## src/rtl/pt_pkg.sv

```systemverilog
package pt_pkg;

  localparam int ADDR_W = 2;

  localparam logic [ADDR_W-1:0] A_PERIOD = 2'd0;
  localparam logic [ADDR_W-1:0] A_WIDTH  = 2'd1;
  localparam logic [ADDR_W-1:0] A_CTRL   = 2'd2;

  // control field bit positions
  localparam int CB_INV    = 2;
  localparam int CB_MASK   = 3;
  localparam int CB_SWTRIG = 4;
  localparam int CB_PCLR   = 5;

  typedef enum logic [1:0] {
    MODE_STOP   = 2'b00,
    MODE_PPG    = 2'b01,
    MODE_OS_ANY = 2'b10,
    MODE_OS_EXT = 2'b11
  } pt_mode_e;

  typedef struct packed {
    logic     mask;
    logic     inv_en;
    pt_mode_e mode;
  } pt_ctrl_t;

  function automatic logic is_oneshot(input pt_mode_e m);
    return (m == MODE_OS_ANY) || (m == MODE_OS_EXT);
  endfunction

endpackage

```

## src/rtl/pt_regs.sv

```systemverilog
module pt_regs
  import pt_pkg::*;
#(
  parameter int CW = 16
) (
  input  logic              clk,
  input  logic              rst_n,
  input  logic              tick,
  input  logic              wr_en,
  input  logic [ADDR_W-1:0] wr_addr,
  input  logic [CW-1:0]     wr_data,
  output logic [CW-1:0]     period,
  output logic [CW-1:0]     width_act,
  output pt_ctrl_t          ctrl,
  output logic              restart,
  output logic              sw_trig_wr,
  output logic              pend_clr,
  output logic              cfg_err
);

  localparam logic [CW-1:0] PER_RST = '1;
  localparam logic [CW-1:0] WID_RST = PER_RST >> 1;

  function automatic logic cfg_bad(input logic [CW-1:0] per, input logic [CW-1:0] wid);
    return (per == '0) || (wid == '0) || (wid >= per);
  endfunction

  logic [CW-1:0] per_q;
  logic [CW-1:0] wid_wr_q;
  logic [CW-1:0] wid_act_q;
  logic          stg_pend_q;
  logic          stg_arm_q;
  pt_ctrl_t      ctrl_q;

  logic     wr_per, wr_wid, wr_ctl;
  pt_mode_e new_mode;

  assign wr_per   = wr_en && (wr_addr == A_PERIOD);
  assign wr_wid   = wr_en && (wr_addr == A_WIDTH);
  assign wr_ctl   = wr_en && (wr_addr == A_CTRL);
  assign new_mode = pt_mode_e'(wr_data[1:0]);

  assign restart    = wr_ctl && (new_mode != ctrl_q.mode);
  assign sw_trig_wr = wr_ctl && wr_data[CB_SWTRIG];
  assign pend_clr   = wr_ctl && wr_data[CB_PCLR];

  always_ff @(posedge clk) begin
    if (!rst_n) begin
      per_q  <= PER_RST;
      ctrl_q <= '{mask: 1'b0, inv_en: 1'b0, mode: MODE_STOP};
    end else begin
      if (wr_per) per_q <= wr_data;
      if (wr_ctl) begin
        ctrl_q.mode   <= new_mode;
        ctrl_q.inv_en <= wr_data[CB_INV];
        ctrl_q.mask   <= wr_data[CB_MASK];
      end
    end
  end

  // width staging: arm on the first strobe after a write, load on the second
  always_ff @(posedge clk) begin
    if (!rst_n) begin
      wid_wr_q   <= WID_RST;
      wid_act_q  <= WID_RST;
      stg_pend_q <= 1'b0;
      stg_arm_q  <= 1'b0;
    end else if (wr_wid) begin
      wid_wr_q   <= wr_data;
      stg_pend_q <= 1'b1;
      stg_arm_q  <= 1'b0;
    end else if (tick && stg_pend_q) begin
      if (stg_arm_q) begin
        wid_act_q  <= wid_wr_q;
        stg_pend_q <= 1'b0;
        stg_arm_q  <= 1'b0;
      end else begin
        stg_arm_q <= 1'b1;
      end
    end
  end

  assign period    = per_q;
  assign width_act = wid_act_q;
  assign ctrl      = ctrl_q;
  assign cfg_err   = cfg_bad(per_q, wid_wr_q);

  AST_WIDTH_HOLD: assert property (@(posedge clk) disable iff (!rst_n)
    (!tick && !wr_wid) |=> $stable(wid_act_q));

  AST_WIDTH_NOT_AT_WRITE: assert property (@(posedge clk) disable iff (!rst_n)
    wr_wid |=> $stable(wid_act_q));

  AST_ADDR3_INERT: assert property (@(posedge clk) disable iff (!rst_n)
    (wr_en && wr_addr == 2'd3) |=> ($stable(per_q) && $stable(ctrl_q) && $stable(wid_wr_q)));

endmodule

```

## src/rtl/pt_trig.sv

```systemverilog
module pt_trig
  import pt_pkg::*;
(
  input  logic     clk,
  input  logic     rst_n,
  input  logic     ext_trig,
  input  pt_mode_e mode,
  input  logic     os_active,
  input  logic     sw_trig_wr,
  input  logic     restart,
  output logic     ext_edge,
  output logic     trig_req,
  output logic     trig_fire
);

  logic ext_prev_q;

  function automatic logic wants_start(input pt_mode_e m, input logic sw, input logic ed);
    return (sw && (m == MODE_OS_ANY)) || (ed && is_oneshot(m));
  endfunction

  always_ff @(posedge clk) begin
    if (!rst_n) ext_prev_q <= 1'b0;
    else        ext_prev_q <= ext_trig;
  end

  assign ext_edge  = ext_trig && !ext_prev_q;
  assign trig_req  = wants_start(mode, sw_trig_wr, ext_edge);
  assign trig_fire = trig_req && !os_active && !restart;

endmodule

```

## src/rtl/pt_core.sv

```systemverilog
module pt_core
  import pt_pkg::*;
#(
  parameter int CW = 16
) (
  input  logic          clk,
  input  logic          rst_n,
  input  logic          tick,
  input  pt_mode_e      mode,
  input  logic          inv_en,
  input  logic          mask,
  input  logic [CW-1:0] period,
  input  logic [CW-1:0] width,
  input  logic          restart,
  input  logic          trig_fire,
  input  logic          pend_clr,
  output logic [CW-1:0] count,
  output logic          pulse,
  output logic          os_active,
  output logic          irq,
  output logic          irq_pend,
  output logic          wm_evt,
  output logic          pm_evt
);

  logic [CW-1:0] cnt_q;
  logic          pulse_q;
  logic          os_q;
  logic          irq_q;
  logic          pend_q;
  logic          running;
  logic          step;

  function automatic logic [CW-1:0] next_count(input logic [CW-1:0] c, input logic wrap);
    return wrap ? '0 : c + CW'(1);
  endfunction

  assign running = (mode == MODE_PPG) || (is_oneshot(mode) && os_q);
  assign step    = tick && running && !restart && !trig_fire;
  assign pm_evt  = step && (cnt_q == period);
  assign wm_evt  = step && (cnt_q == width);

  always_ff @(posedge clk) begin
    if (!rst_n) begin
      cnt_q   <= '0;
      pulse_q <= 1'b0;
      os_q    <= 1'b0;
      irq_q   <= 1'b0;
      pend_q  <= 1'b0;
    end else begin
      irq_q  <= wm_evt && !mask;
      pend_q <= wm_evt || (pend_q && !pend_clr);
      if (restart) begin
        cnt_q   <= '0;
        pulse_q <= 1'b0;
        os_q    <= 1'b0;
      end else if (trig_fire) begin
        cnt_q   <= '0;
        pulse_q <= 1'b1;
        os_q    <= 1'b1;
      end else if (step) begin
        cnt_q <= next_count(cnt_q, pm_evt);
        if (pm_evt) begin
          pulse_q <= (mode == MODE_PPG);
          if (mode != MODE_PPG) os_q <= 1'b0;
        end else if (wm_evt && inv_en) begin
          pulse_q <= 1'b0;
        end
      end
    end
  end

  assign count     = cnt_q;
  assign pulse     = pulse_q;
  assign os_active = os_q;
  assign irq       = irq_q;
  assign irq_pend  = pend_q;

  AST_STOP_IDLE: assert property (@(posedge clk) disable iff (!rst_n)
    (mode == MODE_STOP) |-> (cnt_q == '0 && !pulse_q));

  AST_RESTART_CLEARS: assert property (@(posedge clk) disable iff (!rst_n)
    restart |=> (cnt_q == '0 && !pulse_q && !os_q));

  AST_COUNT_HOLD: assert property (@(posedge clk) disable iff (!rst_n)
    (!tick && !restart && !trig_fire) |=> $stable(cnt_q));

  AST_PERIOD_WRAP: assert property (@(posedge clk) disable iff (!rst_n)
    pm_evt |=> (cnt_q == '0));

  AST_PPG_RISE: assert property (@(posedge clk) disable iff (!rst_n)
    (pm_evt && mode == MODE_PPG) |=> pulse_q);

  AST_WIDTH_DROP: assert property (@(posedge clk) disable iff (!rst_n)
    (wm_evt && !pm_evt && inv_en) |=> !pulse_q);

  AST_TRIG_STARTS: assert property (@(posedge clk) disable iff (!rst_n)
    trig_fire |=> (pulse_q && os_q && cnt_q == '0));

  AST_ONESHOT_END: assert property (@(posedge clk) disable iff (!rst_n)
    (pm_evt && mode != MODE_PPG) |=> (!os_q && !pulse_q));

  AST_IRQ_SOURCE: assert property (@(posedge clk) disable iff (!rst_n)
    irq_q |-> ($past(wm_evt) && !$past(mask)));

  AST_PEND_SET: assert property (@(posedge clk) disable iff (!rst_n)
    wm_evt |=> pend_q);

endmodule

```

## src/rtl/pulse_timer16.sv

```systemverilog
module pulse_timer16
  import pt_pkg::*;
#(
  parameter int CNT_W = 16
) (
  input  logic              clk,
  input  logic              rst_n,
  input  logic              cnt_en,
  input  logic              wr_en,
  input  logic [ADDR_W-1:0] wr_addr,
  input  logic [CNT_W-1:0]  wr_data,
  input  logic              ext_trig,
  output logic              pulse_o,
  output logic              irq_o,
  output logic              irq_pend_o,
  output logic              cfg_err_o,
  output logic [CNT_W-1:0]  count_o
);

  logic [CNT_W-1:0] period, width_act;
  pt_ctrl_t         ctrl;
  logic             restart, sw_trig_wr, pend_clr;
  logic             ext_edge, trig_req, trig_fire;
  logic             os_active, wm_evt, pm_evt;

  pt_regs #(.CW(CNT_W)) u_regs (
    .clk        (clk),
    .rst_n      (rst_n),
    .tick       (cnt_en),
    .wr_en      (wr_en),
    .wr_addr    (wr_addr),
    .wr_data    (wr_data),
    .period     (period),
    .width_act  (width_act),
    .ctrl       (ctrl),
    .restart    (restart),
    .sw_trig_wr (sw_trig_wr),
    .pend_clr   (pend_clr),
    .cfg_err    (cfg_err_o)
  );

  pt_trig u_trig (
    .clk        (clk),
    .rst_n      (rst_n),
    .ext_trig   (ext_trig),
    .mode       (ctrl.mode),
    .os_active  (os_active),
    .sw_trig_wr (sw_trig_wr),
    .restart    (restart),
    .ext_edge   (ext_edge),
    .trig_req   (trig_req),
    .trig_fire  (trig_fire)
  );

  pt_core #(.CW(CNT_W)) u_core (
    .clk       (clk),
    .rst_n     (rst_n),
    .tick      (cnt_en),
    .mode      (ctrl.mode),
    .inv_en    (ctrl.inv_en),
    .mask      (ctrl.mask),
    .period    (period),
    .width     (width_act),
    .restart   (restart),
    .trig_fire (trig_fire),
    .pend_clr  (pend_clr),
    .count     (count_o),
    .pulse     (pulse_o),
    .os_active (os_active),
    .irq       (irq_o),
    .irq_pend  (irq_pend_o),
    .wm_evt    (wm_evt),
    .pm_evt    (pm_evt)
  );

  AST_RETRIG_IGNORED: assert property (@(posedge clk) disable iff (!rst_n)
    (os_active && trig_req && !restart && !cnt_en) |=> $stable(count_o));

  AST_RETRIG_STEPS: assert property (@(posedge clk) disable iff (!rst_n)
    (os_active && trig_req && !restart && cnt_en && !pm_evt) |=> (count_o == $past(count_o) + CNT_W'(1)));

  AST_EXT_EDGE_SINGLE: assert property (@(posedge clk) disable iff (!rst_n)
    ext_edge |=> !ext_edge);

endmodule

```

## config.mk

```make
export PLATFORM = sky130hd
export DESIGN_NAME = pulse_timer16
export DESIGN_NICKNAME = d
export VERILOG_FILES = /design/src/rtl/pt_pkg.sv /design/src/rtl/pt_regs.sv /design/src/rtl/pt_trig.sv /design/src/rtl/pt_core.sv /design/src/rtl/pulse_timer16.sv
export SDC_FILE = /design/constraint.sdc
export NUM_CORES = 1
export LEC_CHECK = 0
export BUFFER_PORTS_ARGS = -buffer_cell sky130_fd_sc_hd__buf_2
export CORE_MARGIN = 3
export CORE_UTILIZATION = 52
export DETAILED_ROUTE_END_ITERATION = 8
export PLACE_DENSITY = 0.76
export SLEW_MARGIN = 5
export SYNTH_ARGS = -nofsm -noshare
export SYNTH_HDL_FRONTEND = slang
export SYNTH_SLANG_ARGS = --single-unit
```

## constraint.sdc

```tcl
create_clock -name clk -period 1.7 [get_ports clk]
set_clock_uncertainty 0.05 [all_clocks]
set_input_delay 0.085 -clock clk [delete_from_list [all_inputs] [get_ports clk]]
set_output_delay 0.085 -clock clk [all_outputs]
set_load 0.005 [all_outputs]
```

==> summary.md, run 1 <==
| Metric | Value |
|---|---|
| CP Buf/Inv Count | 2 |
| Unrepaired setup endpoints after global routing | true |
| Crit path cell chain | inv_2 > ha_4 > nand2b_4 > a21o_1 > a21o_1 > a21oi_2 > o21ai_1 > a211o_1 > buf_2 |
| HP Class | in -> reg |
| Most frequent cell after synthesis | nand2_1 |
| Multi-input gate area | 2170 um2 |
| Routed len/inst | 15.0 um |
| Top-area cell type share of the netlist area | 0.403 |
| Worst R2R Setup Slack | -0.07 ns |
| F_max | 0.469 GHz |
| Setup_tns | -1.22 ns |
| Total clock sinks | 75 |
| Worst Path Arrival | 2.00 ns |
| Die W | 90.7 um |
| Detailed placer's ending HPWL | 6670 um |
| Final setup fails | 19 |
| Crit end category | primary output |
| Tot GR Track Use | 0.230 |
| Pre-antenna DRT Iters | 4 |
| Core area | 6870 um2 |
| Post-Syn Instances | 439 |
| Post-Layout Inst Area | 4860 um2 |
| N_diodes | 0 |
| Row cnt | 30 |
| Post-Route WL | 9610 um |
| Status | complete, but fails checks |
| Actual slew at the worst max-slew pin | 0.420 ns |
| CP Launch Type | flip-flop |
| Antenna viol nets, final | 0 |
| Ranking of synthesized cells by area | dfxtp_1, nand2_1, xnor2_1, ha_1, nand3_1 |
| Residual DRC | 0 |
| CP peak stage delay | 0.33 ns |
| Final #Nets | 581 |
| Clock-pin transition on the worst setup and hold timing paths | 0.07 ns |
| Slew Viols, Final | 0 |
| CTS root buf | clkbuf_8 |
| Most common cell on crit path | a21o_1 |
| Sequential share of the synthesized area | 0.403 |
| Fraction of layout cells with a size suffix above 1 | 0.279 |
| Initial core utilization | 0.542 |
| Failing checks | setup timing |
| CTS Buf Count | 9 |
| Number of flops mapped to enable cells by yosys | 0 |
| Worst path slowest cell | dfxtp_2 |
| Maximum clock path buffer count | 2 |
| Worst path top cell family by delay | compound AO/OA/AOI/OAI gates |
| Pwr dens | 710 nW/um2 |
| Layout area overhead | 30.5% |
| Final number of hold-violating endpoints | 0 |
| Die Y-Extent | 90.7 um |
| Seq cells post-synth | 75 |
| Register area | 1520 um2 |
| Maximum vdd ir drop | 0.535 mV |
| Initial antenna violation count | 0 |
| Worst Hold Depth | 3 |
| Syn avg cell area | 8.49 um2 |
| Port Buffers | 42 |
| Fin util | 0.708 |
| Fin cells | 641 |
| Worst EP required | 1.56 ns |
| Most used flip-flop cell after synthesis | dfxtp_1 |
| Die area | 8220 um2 |
| First-pass GRT wire length | 15300 um |
| Placed Cells | 605 |
| Slew headroom | 0.720 |
| Placed Area | 4340 um2 |
| Placer congestion estimate | 0.861 |
| Post-synth top area cell | dfxtp_1 |
| Reg2reg path depth | 7 |
| Worst-Skew Late Latency | 0.34 ns |
| Worst R2R End | u_core.count[8]$_SDFFE_PP0P_ |
| Via/cell ratio | 5.38 |
| Top Ports | 43 |
| Netlist cell types | 44 |
| Static leakage | 2.28 nW |
| Max-cap violations | 0 |
| Period Utilization, post-route | 1.25 |
| HP Start | wr_data[5] |
| Drt initial violations | 153 |
| CTS H-tree lvls | 3 |
| Layout fillers | 536 |
| Yosys warnings | 0 |
| CTS tree | done |
| Vias in the first global route | 3280 |
| Crit Path Category | reg -> out |
| R2r startpoint | u_core.count[5]$_SDFFE_PP0P_ |
| Fraction of registers with async set/reset | 0 |
| Total power | 3.45 mW |
| Post-Syn Area | 3730 um2 |
| Final Critical Period | 2.13 ns |
| Final Worst Setup Slack | -0.430 ns |
| Hold EP | u_regs.wid_wr_q[5]$_SDFFE_PN1P_ |
| Highest net fanout along the worst path | 2 |
| Vias | 3448 |
| Synthesized Nets | 479 |
| Synth cell count leaders | nand2_1, dfxtp_1, nand3_1, xnor2_1, nor2_1 |
| GR Overflow Total | 0 |
| Largest net degree at the start of global routing | 60 |
where the power goes:
part / leakage, nW / internal (mW) / total, mW / switching [mW]
logic: 1.58 / 0.214 / 0.434 / 0.220
clock network: 0.0860 / 0.556 / 1.18 / 0.622
registers: 0.614 / 1.80 / 1.84 / 0.0390
total: 2.28 / 2.57 / 3.45 / 0.881
cell usage in the layout, fill, tap and decap left out, types with 2 or more instances in the layout:
master and count:
xnor2_1 29, inv_1 20, buf_12 2, nand3_1 39, xnor2_2 5, a21o_1 5, nor2b_1 6, clkbuf_8 10
nor4_2 2, buf_2 42, nor4_1 9, ha_1 16, nor2_1 21, clkinv_2 3, nand4_1 14, a21oi_1 3
nor2_2 4, a21boi_0 4, o22ai_1 2, and2_1 2, and3b_1 2, dfxtp_2 12, dlygate4sd3_1 16, nor3_2 3
nor3b_2 2, o211ai_1 19, xor2_1 15, buf_6 3, clkbuf_1 2, nand2_1 88, and3_1 3, dfxtp_1 62
nor3_1 2, mux2i_1 4, buf_4 49, o21ai_0 2
sequential cells by signal (all words and copies together), names as in the netlist, 4 cells and up:
register / flops
u_core.count: 16
u_regs.period: 16
u_regs.ctrl: 4
u_regs.width_act: 16
u_regs.wid_wr_q: 16
per-layer routing:
layer / vias up / global-route usage / wire, um
met4: 0 / 0.0816 / 269
met1: 1597 / 0.296 / 4200
met3: 27 / 0.0392 / 593
li1: 1709 / - / -
met2: 115 / 0.389 / 4540
met5: - / 0 / 0
worst min-delay path: stages:
cell      delay [ns]
buf_2           0.07
inv_1           0.06
o211ai_1        0.16
what timing repair did:
action	4_1_cts	5_1_grt
setup endpoints to repair	2	20
gates cloned	0	1
buffers inserted	0	4
pin swaps	7	16
resized for setup	8	30
hold buffers	16	0
endpoints found under the hold margin	31	0
worst max-delay path by stage:
stage                                          startpoint                           end  slack (ns)  cells after the start
after floorplan              u_core.count[3]$_SDFFE_PP0P_  u_core.count[5]$_SDFFE_PP0P_        0.02                      7
after CTS                 u_regs.wid_wr_q[0]$_SDFFE_PN1P_                     cfg_err_o       -0.45                      9
after detailed placement  u_regs.wid_wr_q[0]$_SDFFE_PN1P_                     cfg_err_o       -0.19                      9
final                     u_regs.wid_wr_q[0]$_SDFFE_PN1P_                     cfg_err_o       -0.43                      9
after global placement    u_regs.wid_wr_q[0]$_SDFFE_PN1P_                     cfg_err_o       -0.14                      9
after global routing      u_regs.wid_wr_q[0]$_SDFFE_PN1P_                     cfg_err_o       -0.52                      9
through the flow:
stage | setup slack, ns | hold WS, ns
floorplan | 0.0198 | 0.157
global placement | -0.141 | 0.251
detailed placement | -0.192 | 0.260
CTS | -0.445 | 0.0112
global route | -0.524 | 0.0336
finish | -0.430 | 0.0189
cell type report:
cell class,instances,area share
tap,96,0.0247
clock buffer,12,0.0298
multi-input combinational,322,0.447
timing repair buffer,112,0.167
inverter,21,0.0162
clock inverter,3,0.00309
sequential,75,0.313
kinds of logic after synthesis:
kind of cell               share of synthesized area
muxes                                         0.0138
DFF                                            0.403
xor gates and xnor gates                       0.118
and+or+nand+nor                                0.277
AOI/OAI and AO/OA                             0.0823
buffers and inverters                         0.0497
adders and majority gates                     0.0571
Power figures use the tool's default switching activity.
==> run 2, diff against run 1 <==
--- a/config.mk
+++ b/config.mk
@@ -5,11 +5,12 @@
 export SDC_FILE = /design/constraint.sdc
 export NUM_CORES = 1
 export LEC_CHECK = 0
+export ABC_AREA = 1
 export BUFFER_PORTS_ARGS = -buffer_cell sky130_fd_sc_hd__buf_2
 export CORE_MARGIN = 3
-export CORE_UTILIZATION = 52
+export CORE_UTILIZATION = 53
 export DETAILED_ROUTE_END_ITERATION = 8
-export PLACE_DENSITY = 0.76
+export PLACE_DENSITY = 0.77
 export SLEW_MARGIN = 5
 export SYNTH_ARGS = -nofsm -noshare
 export SYNTH_HDL_FRONTEND = slang
==> run 2 against run 1 <==
The run still ends with setup timing left. Critical endpoint unchanged. Flip-flop and latch count unchanged. Final cell count increased by 22%. Sequential share of layout area decreased by 2.5 points.
==> summary.md, run 2 <==
| Metric | Value |
|---|---|
| Detailed placer's ending HPWL | 8190 um (+23%) |
| Max-cap violations | 0 (unchanged) |
| Final Critical Period | 1.91 ns (-0.216 ns) |
| Fin util | 0.765 (+0.0572) |
| Die area | 8570 um2 (+4.3%) |
| Vias | 4366 (+27%) |
| Port Buffers | 42 (unchanged) |
| Yosys warnings | 0 (unchanged) |
| Fin cells | 784 (+22%) |
| Post-Route WL | 12500 um (+31%) |
| Final #Nets | 723 (+24%) |
| Placer congestion estimate | 0.965 (+12%) |
| Post-Syn Area | 3970 um2 (+6.6%) |
| Vias in the first global route | 4063 (+24%) |
| Sequential share of the synthesized area | 0.378 (-0.0249) |
| Worst EP required | 1.56 ns (about the same) |
| Most frequent cell after synthesis | nand2_1 |
| Row cnt | 30 (unchanged) |
| Post-Syn Instances | 575 (+31%) |
| Clock-pin transition on the worst setup and hold timing paths | 0.08 ns (about the same) |
| Most used flip-flop cell after synthesis | dfxtp_1 |
| GR Overflow Total | 0 (unchanged) |
| Final number of hold-violating endpoints | 0 (unchanged) |
| Most frequent cells in the layout | nand2_1, buf_4, dfxtp_1 |
| Worst R2R Setup Slack | 0.08 ns (+0.15 ns) |
| Highest net fanout along the worst path | 2 (unchanged) |
| Initial core utilization | 0.566 (+0.0233) |
| Crit end category | primary output |
| Actual slew at the worst max-slew pin | 0.427 ns (+0.00666 ns) |
| Place WS | -0.00629 ns (+0.185 ns) |
| Drt initial violations | 417 (+170%) |
| Die W | 92.6 um (+2.1%) |
| Seq cells post-synth | 75 (unchanged) |
| Synthesized Nets | 615 (+28%) |
| F_max | 0.522 GHz (+11%) |
| Final Worst Setup Slack | -0.215 ns (+0.216 ns) |
| Layout area overhead | 35.3% |
| Crit Path Category | reg -> out |
| Static leakage | 2.45 nW (+7.2%) |
| N_diodes | 0 (unchanged) |
| Worst Path Arrival | 1.78 ns (-0.22 ns) |
| Failing checks | setup timing |
| Largest net degree at the start of global routing | 34 (-43%) |
| Layout fillers | 494 (-7.8%) |
| Residual DRC | 0 (unchanged) |
| Synth cell count leaders | nand2_1, dfxtp_1, inv_1, nor2_1, nand3_1 |
| CTS Buf Count | 9 (unchanged) |
| Initial antenna violation count | 0 (unchanged) |
| Netlist cell types | 34 (-23%) |
| Total clock sinks | 75 (unchanged) |
| Slew Viols, Final | 0 (unchanged) |
| Maximum vdd ir drop | 0.541 mV (+1.1%) |
| Unrepaired setup endpoints after global routing | true |
| Pre-antenna DRT Iters | 5 (+1) |
| CP Launch Type | flip-flop |
| Period Utilization, post-route | 1.13 (-0.127) |
| Die Y-Extent | 92.6 um (+2.1%) |
| Register area | 1540 um2 (+1.5%) |
| Ranking of synthesized cells by area | dfxtp_1, nand2_1, ha_1, inv_1, o211ai_1 |
| Antenna viol nets, final | 0 (unchanged) |
| Fraction of layout cells with a size suffix above 1 | 0.315 (+0.0365) |
| Syn avg cell area | 6.91 um2 (-19%) |
| Top Ports | 43 (unchanged) |
| HP Class | in -> reg |
| Fraction of registers with async set/reset | 0 (unchanged) |
| Routed len/inst | 16.0 um (+6.8%) |
| Multi-input gate area | 2430 um2 (+12%) |
| Top-area cell type share of the netlist area | 0.378 (-0.0249) |
| Slew headroom | 0.713 (-0.00676) |
| Total power | 3.99 mW (+15%) |
| Worst-Skew Late Latency | 0.35 ns (about the same) |
| Tot GR Track Use | 0.287 (+0.0561) |
| Post-synth top area cell | dfxtp_1 |
| Core area | 7020 um2 (+2.2%) |
| CTS root buf | clkbuf_8 |
| Maximum clock path buffer count | 2 (unchanged) |
| Final setup fails | 1 (-18) |
| Number of flops mapped to enable cells by yosys | 0 (unchanged) |
| First-pass GRT wire length | 19500 um (+28%) |
| Status | complete, but fails checks |
| Via/cell ratio | 5.57 (+3.5%) |
| Most common cell after layout, fill and taps aside | nand2_1 |
| CTS H-tree lvls | 3 (unchanged) |
| Pwr dens | 743 nW/um2 (+4.6%) |
| CTS tree | done |
| Placed Cells | 733 (+21%) |
==> run 2: final timing paths <==
| path | from | depth (start not counted) | endpoint |
|---|---|---|---|
| min reg2reg | u_regs.ctrl[3]$_SDFFE_PN0N_ | 1 | u_core.irq$_SDFF_PN0_ |
| max | u_regs.period[11]$_SDFFE_PN1P_ | 8 | cfg_err_o |
| max reg2reg | u_regs.ctrl[1]$_SDFFE_PN0N_ | 10 | u_core.count[1]$_SDFFE_PP0P_ |
| min | rst_n | 2 | u_regs.width_act[14]$_SDFFE_PN1P_ |
==> run 2: area by class of cell <==
class                           instances  share of cell area
Sequential cell                        75               0.287
Clock buffer                           11              0.0263
Tap cell                               96              0.0224
Inverter                               62              0.0438
Clock inverter                          5              0.0158
Multi-Input combinational cell        421               0.453
Timing Repair Buffer                  114               0.152
==> run 2: cell families (layout without fill, tap and decap cells) <==
logic type / Yosys count / in the layout / share of synthesized area
AO/OA/AOI/OAI: 73 / 73 / 0.115
XOR/XNOR: 11 / 11 / 0.0243
adder cells (fa/ha/maj): 17 / 17 / 0.0536
buffers and inverters: 79 / 192 / 0.0803
flip-flops: 75 / 75 / 0.378
AND/OR/NAND/NOR: 320 / 320 / 0.349
==> run 2: timing repair <==
action                     CTS  global route
gates resized for setup     48            50
pin swaps                   19            15
hold endpoints to repair    34             0
setup buffers               12             6
hold buffers                17             0
setup endpoints to repair    2            21
==> run 2: stage by stage <==
stage                     cell area (um2)  hold slack (ns)  setup TNS, ns
after floorplan                      3970            0.128              0
after global placement               4510            0.226              0
after detailed placement             4510            0.237       -0.00629
after CTS                            5170          0.00225         -0.216
after global routing                 5370           0.0281         -0.459
final                                5370           0.0331         -0.215
==> run 2: power by group <==
part | total, mW | leakage, nW | switching (mW) | internal [mW]
clock network | 1.57 | 0.110 | 0.691 | 0.875
logic | 0.556 | 1.73 | 0.302 | 0.254
registers | 1.87 | 0.607 | 0.0541 | 1.81
==> run 2: per-layer routing <==
metal  vias up  routed length [um]  global-route usage
met5         -                   0                   0
met2       216                5880               0.468
met1      1995                5180               0.381
li1       2107                   -                   -
met3        48                1110              0.0422
met4         0                 383               0.110
==> run 2: worst max-delay path: stages, from the launching register on <==
cell and delay, ns:
dfxtp_2 0.34, inv_2 0.05, ha_4 0.26, a21oi_2 0.17
o21ai_2 0.08, a21oi_2 0.14, a21boi_2 0.16, nand4_1 0.09
buf_2 0.14
==> run 3, diff against run 2 <==
--- a/config.mk
+++ b/config.mk
@@ -6,11 +6,11 @@
 export NUM_CORES = 1
 export LEC_CHECK = 0
 export ABC_AREA = 1
-export BUFFER_PORTS_ARGS = -buffer_cell sky130_fd_sc_hd__buf_2
-export CORE_MARGIN = 3
-export CORE_UTILIZATION = 53
+export CORE_MARGIN = 10
+export CORE_UTILIZATION = 57
 export DETAILED_ROUTE_END_ITERATION = 8
-export PLACE_DENSITY = 0.77
+export DONT_BUFFER_PORTS = 1
+export PLACE_DENSITY = 0.76
 export SLEW_MARGIN = 5
 export SYNTH_ARGS = -nofsm -noshare
 export SYNTH_HDL_FRONTEND = slang
==> run 3 against run 2 <==
The run ends with hold timing, setup timing left. Sequential share of layout area rose by 0.65 points. Worst setup slack gained 0.034 ns. Critical path type unchanged. Worst hold slack got worse by 0.055 ns. Flip-flop and latch count unchanged. Fmax rose by 1.8%. First-iteration DRC count rose by 0.24%. Cell area down 0.70%. Largest cell class unchanged. Sequential power barely moved. Count of clock-buffer cells in the layout down 2. Largest power group unchanged. Global-route usage shrank 4.1 points. Via count increased by 0.76%. Combinational power decreased by 3%.
==> summary.md, run 3 (synthesized netlist as in run 2, its figures left out) <==
| Metric | Value |
|---|---|
| Tot GR Track Use | 0.245 (-0.0412) |
| HP Class | in -> reg |
| Detailed placer's ending HPWL | 8360 um (+2.1%) |
| N_diodes | 0 (unchanged) |
| Routed len/inst | 17.6 um (+9.9%) |
| Worst R2R Setup Slack | 0.01 ns (-0.07 ns) |
| CTS root buf | clkbuf_8 |
| Row cnt | 30 (unchanged) |
| Status | complete, but fails checks |
| Pre-antenna DRT Iters | 7 (+2) |
| Initial core utilization | 0.585 (+0.0188) |
| Pwr dens | 738 nW/um2 (-0.59%) |
| Via/cell ratio | 5.85 (+5.0%) |
| Net load switching power | 1.07 mW (+2.0%) |
| Switching share of power | 0.271 (+0.00880) |
| Layout fillers | 396 (-20%) |
| CTS tree | done |
| Fraction of layout cells with a size suffix above 1 | 0.300 (-0.0151) |
| Initial antenna violation count | 0 (unchanged) |
| Final number of hold-violating endpoints | 1 (+1) |
| Met3 Resource Use GR | 0.0585 (+0.0162) |
| Final Critical Period | 1.88 ns (-0.0337 ns) |
| F_max | 0.532 GHz (+1.8%) |
| Vias | 4399 (+0.76%) |
| Drt initial violations | 418 (+0.24%) |
| CP Buf/Inv Count | 0 (-2) |
| R2r startpoint | u_regs.ctrl[1]$_SDFFE_PN0N_ |
| Place WS | -0.0598 ns (-0.0535 ns) |
| Actual slew at the worst max-slew pin | 0.422 ns (-0.00463 ns) |
| Die Y-Extent | 103 um (+12%) |
| Static leakage | 2.31 nW (-5.4%) |
| GRT met2 Usage | 0.393 (-0.0755) |
| Layout area overhead | 34.3% |
| Worst-Skew Late Latency | 0.36 ns (about the same) |
| Largest net degree at the start of global routing | 53 (+56%) |
| Most frequent cells in the layout | nand2_1, buf_4, nor2_1 |
| Placer congestion estimate | 0.929 (-3.7%) |
| Worst Path Arrival | 1.75 ns (-0.03 ns) |
| Total clock sinks | 75 (unchanged) |
| M1 GR Usage | 0.309 (-0.0727) |
| Maximum clock path buffer count | 2 (unchanged) |
| Die W | 103 um (+12%) |
| Worst EP required | 1.56 ns (about the same) |
| Highest net fanout along the worst path | 2 (unchanged) |
| Clock-pin transition on the worst setup and hold timing paths | 0.08 ns (about the same) |
| CP Launch Type | flip-flop |
| Comb pwr share | 0.137 (-0.002) |
| Crit Path Category | reg -> out |
| Most common cell after layout, fill and taps aside | nand2_1 |
| First-pass GRT wire length | 20600 um (+5.8%) |
| Vias in the first global route | 4127 (+1.6%) |
| CTS H-tree lvls | 3 (unchanged) |
| Antenna viol nets, final | 0 (unchanged) |
| Hold WS | -0.0224 ns (-0.0554 ns) |
| GR Overflow Total | 0 (unchanged) |
| CTS Buf Count | 9 (unchanged) |
| Final #Nets | 692 (-4.3%) |
| Slew Viols, Final | 0 (unchanged) |
| Worst path top cell family by delay | compound AO/OA/AOI/OAI gates |
| Failing checks | hold timing, setup timing |
| Slew headroom | 0.718 (+0.00530) |
| Maximum vdd ir drop | 0.826 mV (+53%) |
| Worst R2R End | u_core.count[1]$_SDFFE_PP0P_ |
| CP peak stage delay | 0.36 ns (+0.02 ns) |
| Residual DRC | 0 (unchanged) |
| Int Pwr | 2.87 mW (-2.5%) |
| Crit end category | primary output |
| Unrepaired setup endpoints after global routing | true |
| Busiest grt layer | met2 |
| Final setup fails | 1 (unchanged) |
| Clock power share | 0.390 (-0.003) |
| HP Start | cnt_en |
| Final Worst Setup Slack | -0.181 ns (+0.0337 ns) |
| Hold EP | u_core.os_active$_SDFFE_PP0P_ |
| Reg2reg path depth | 11 (+1) |
| Crit path cell chain | ha_4 > a21oi_1 > o21ai_1 > a21oi_2 > a21boi_2 > nand4_1 |
| Max-cap violations | 0 (unchanged) |
| Die area | 10700 um2 (+25%) |
| Top Ports | 43 (unchanged) |
| Total power | 3.94 mW (-1.3%) |
| Period Utilization, post-route | 1.11 (-0.0198) |
| Worst Hold Depth | 3 (+1) |
| Port Buffers | 0 (-100%) |
| Worst path slowest cell | dfxtp_4 |
| Core area | 6790 um2 (-3.2%) |
| Flop pwr share | 0.474 (+0.006) |
| Post-Route WL | 13200 um (+5.4%) |
-- run 3: cell count changes in the layout (fill, tap and decap cells not counted), moves of 4 or more --
cell | before | now
dfxtp_1 | 44 | 35
dfxtp_4 | 1 | 6
dlygate4sd3_1 | 16 | 21
buf_4 | 52 | 56
buf_2 | 42 | 0
dfxtp_2 | 30 | 34
-- run 3: timing repair --
item	CTS	global route
gates resized for setup	75	48
hold endpoints to repair	59	0
setup endpoints to repair	3	20
buffers inserted	21	9
pin swaps	21	16
hold buffers	22	0
-- run 3: stage by stage --
step                area (um2)  hold slack (ns)  instances  TNS [ns]  utilization
detailed placement        4240            0.128        685   -0.0598        0.624
floorplan                 3970            0.128        575         0            -
CTS                       5090          0.00321        743   -0.0738        0.749
global placement          4240            0.120        685   -0.0808        0.624
global route              5330          0.00436        752    -0.704        0.785
finish                    5330          -0.0224        752    -0.181        0.785
-- run 3: layer usage --
| layer | wire, um | up-vias | share of wire |
|---|---|---|---|
| li1 | - | 2046 | - |
| met1 | 5220 | 2014 | 0.39 |
| met2 | 6110 | 288 | 0.46 |
| met3 | 1440 | 51 | 0.11 |
| met4 | 455 | 0 | 0.034 |
| met5 | 0 | - | 0 |
-- run 3: final cells by class --
cell class	instances	area, um2	share of cell area
Multi-Input combinational cell	421	2490	0.466
Sequential cell	75	1570	0.294
Timing Repair Buffer	83	707	0.133
Inverter	62	239	0.0448
Clock buffer	9	124	0.0232
Tap cell	96	120	0.0225
Clock inverter	6	91.3	0.0171
-- run 3: worst max-delay path by stage --
stage	from	endpoint	slack, ns	cells past startpoint
2_1_floorplan	u_core.count[0]$_SDFFE_PP0P_	u_core.count[12]$_SDFFE_PP0P_	0.04	8
3_3_place_gp	u_core.count[8]$_SDFFE_PP0P_	u_core.count[9]$_SDFFE_PP0P_	-0.08	6
3_5_place_dp	u_core.count[8]$_SDFFE_PP0P_	u_core.count[9]$_SDFFE_PP0P_	-0.06	6
4_1_cts	u_regs.period[15]$_SDFFE_PN1P_	cfg_err_o	-0.07	9
5_1_grt	u_regs.period[8]$_SDFFE_PN1P_	cfg_err_o	-0.28	7
6_report	u_regs.wid_wr_q[11]$_SDFFE_PN1P_	cfg_err_o	-0.18	6
-- run 3: power groups by stage --
stage,logic [mW],clock network [mW],registers (mW)
after floorplan,0.231,0,1.88
after CTS,0.460,1.52,1.86
final,0.539,1.53,1.87
after global routing,0.580,1.61,1.87
after detailed placement,0.284,0,1.90
after global placement,0.268,0,1.89
-- run 3: worst register-to-register path, stage by stage, from the launching register on --
cell and delay [ns]:
dfxtp_4 0.37, inv_2 0.07, nand2_1 0.05, nand2_1 0.07
nand2_2 0.07, a21oi_4 0.24, buf_6 0.15, buf_6 0.09
nand3_4 0.11, nand2_4 0.12, buf_6 0.14, a211oi_2 0.04
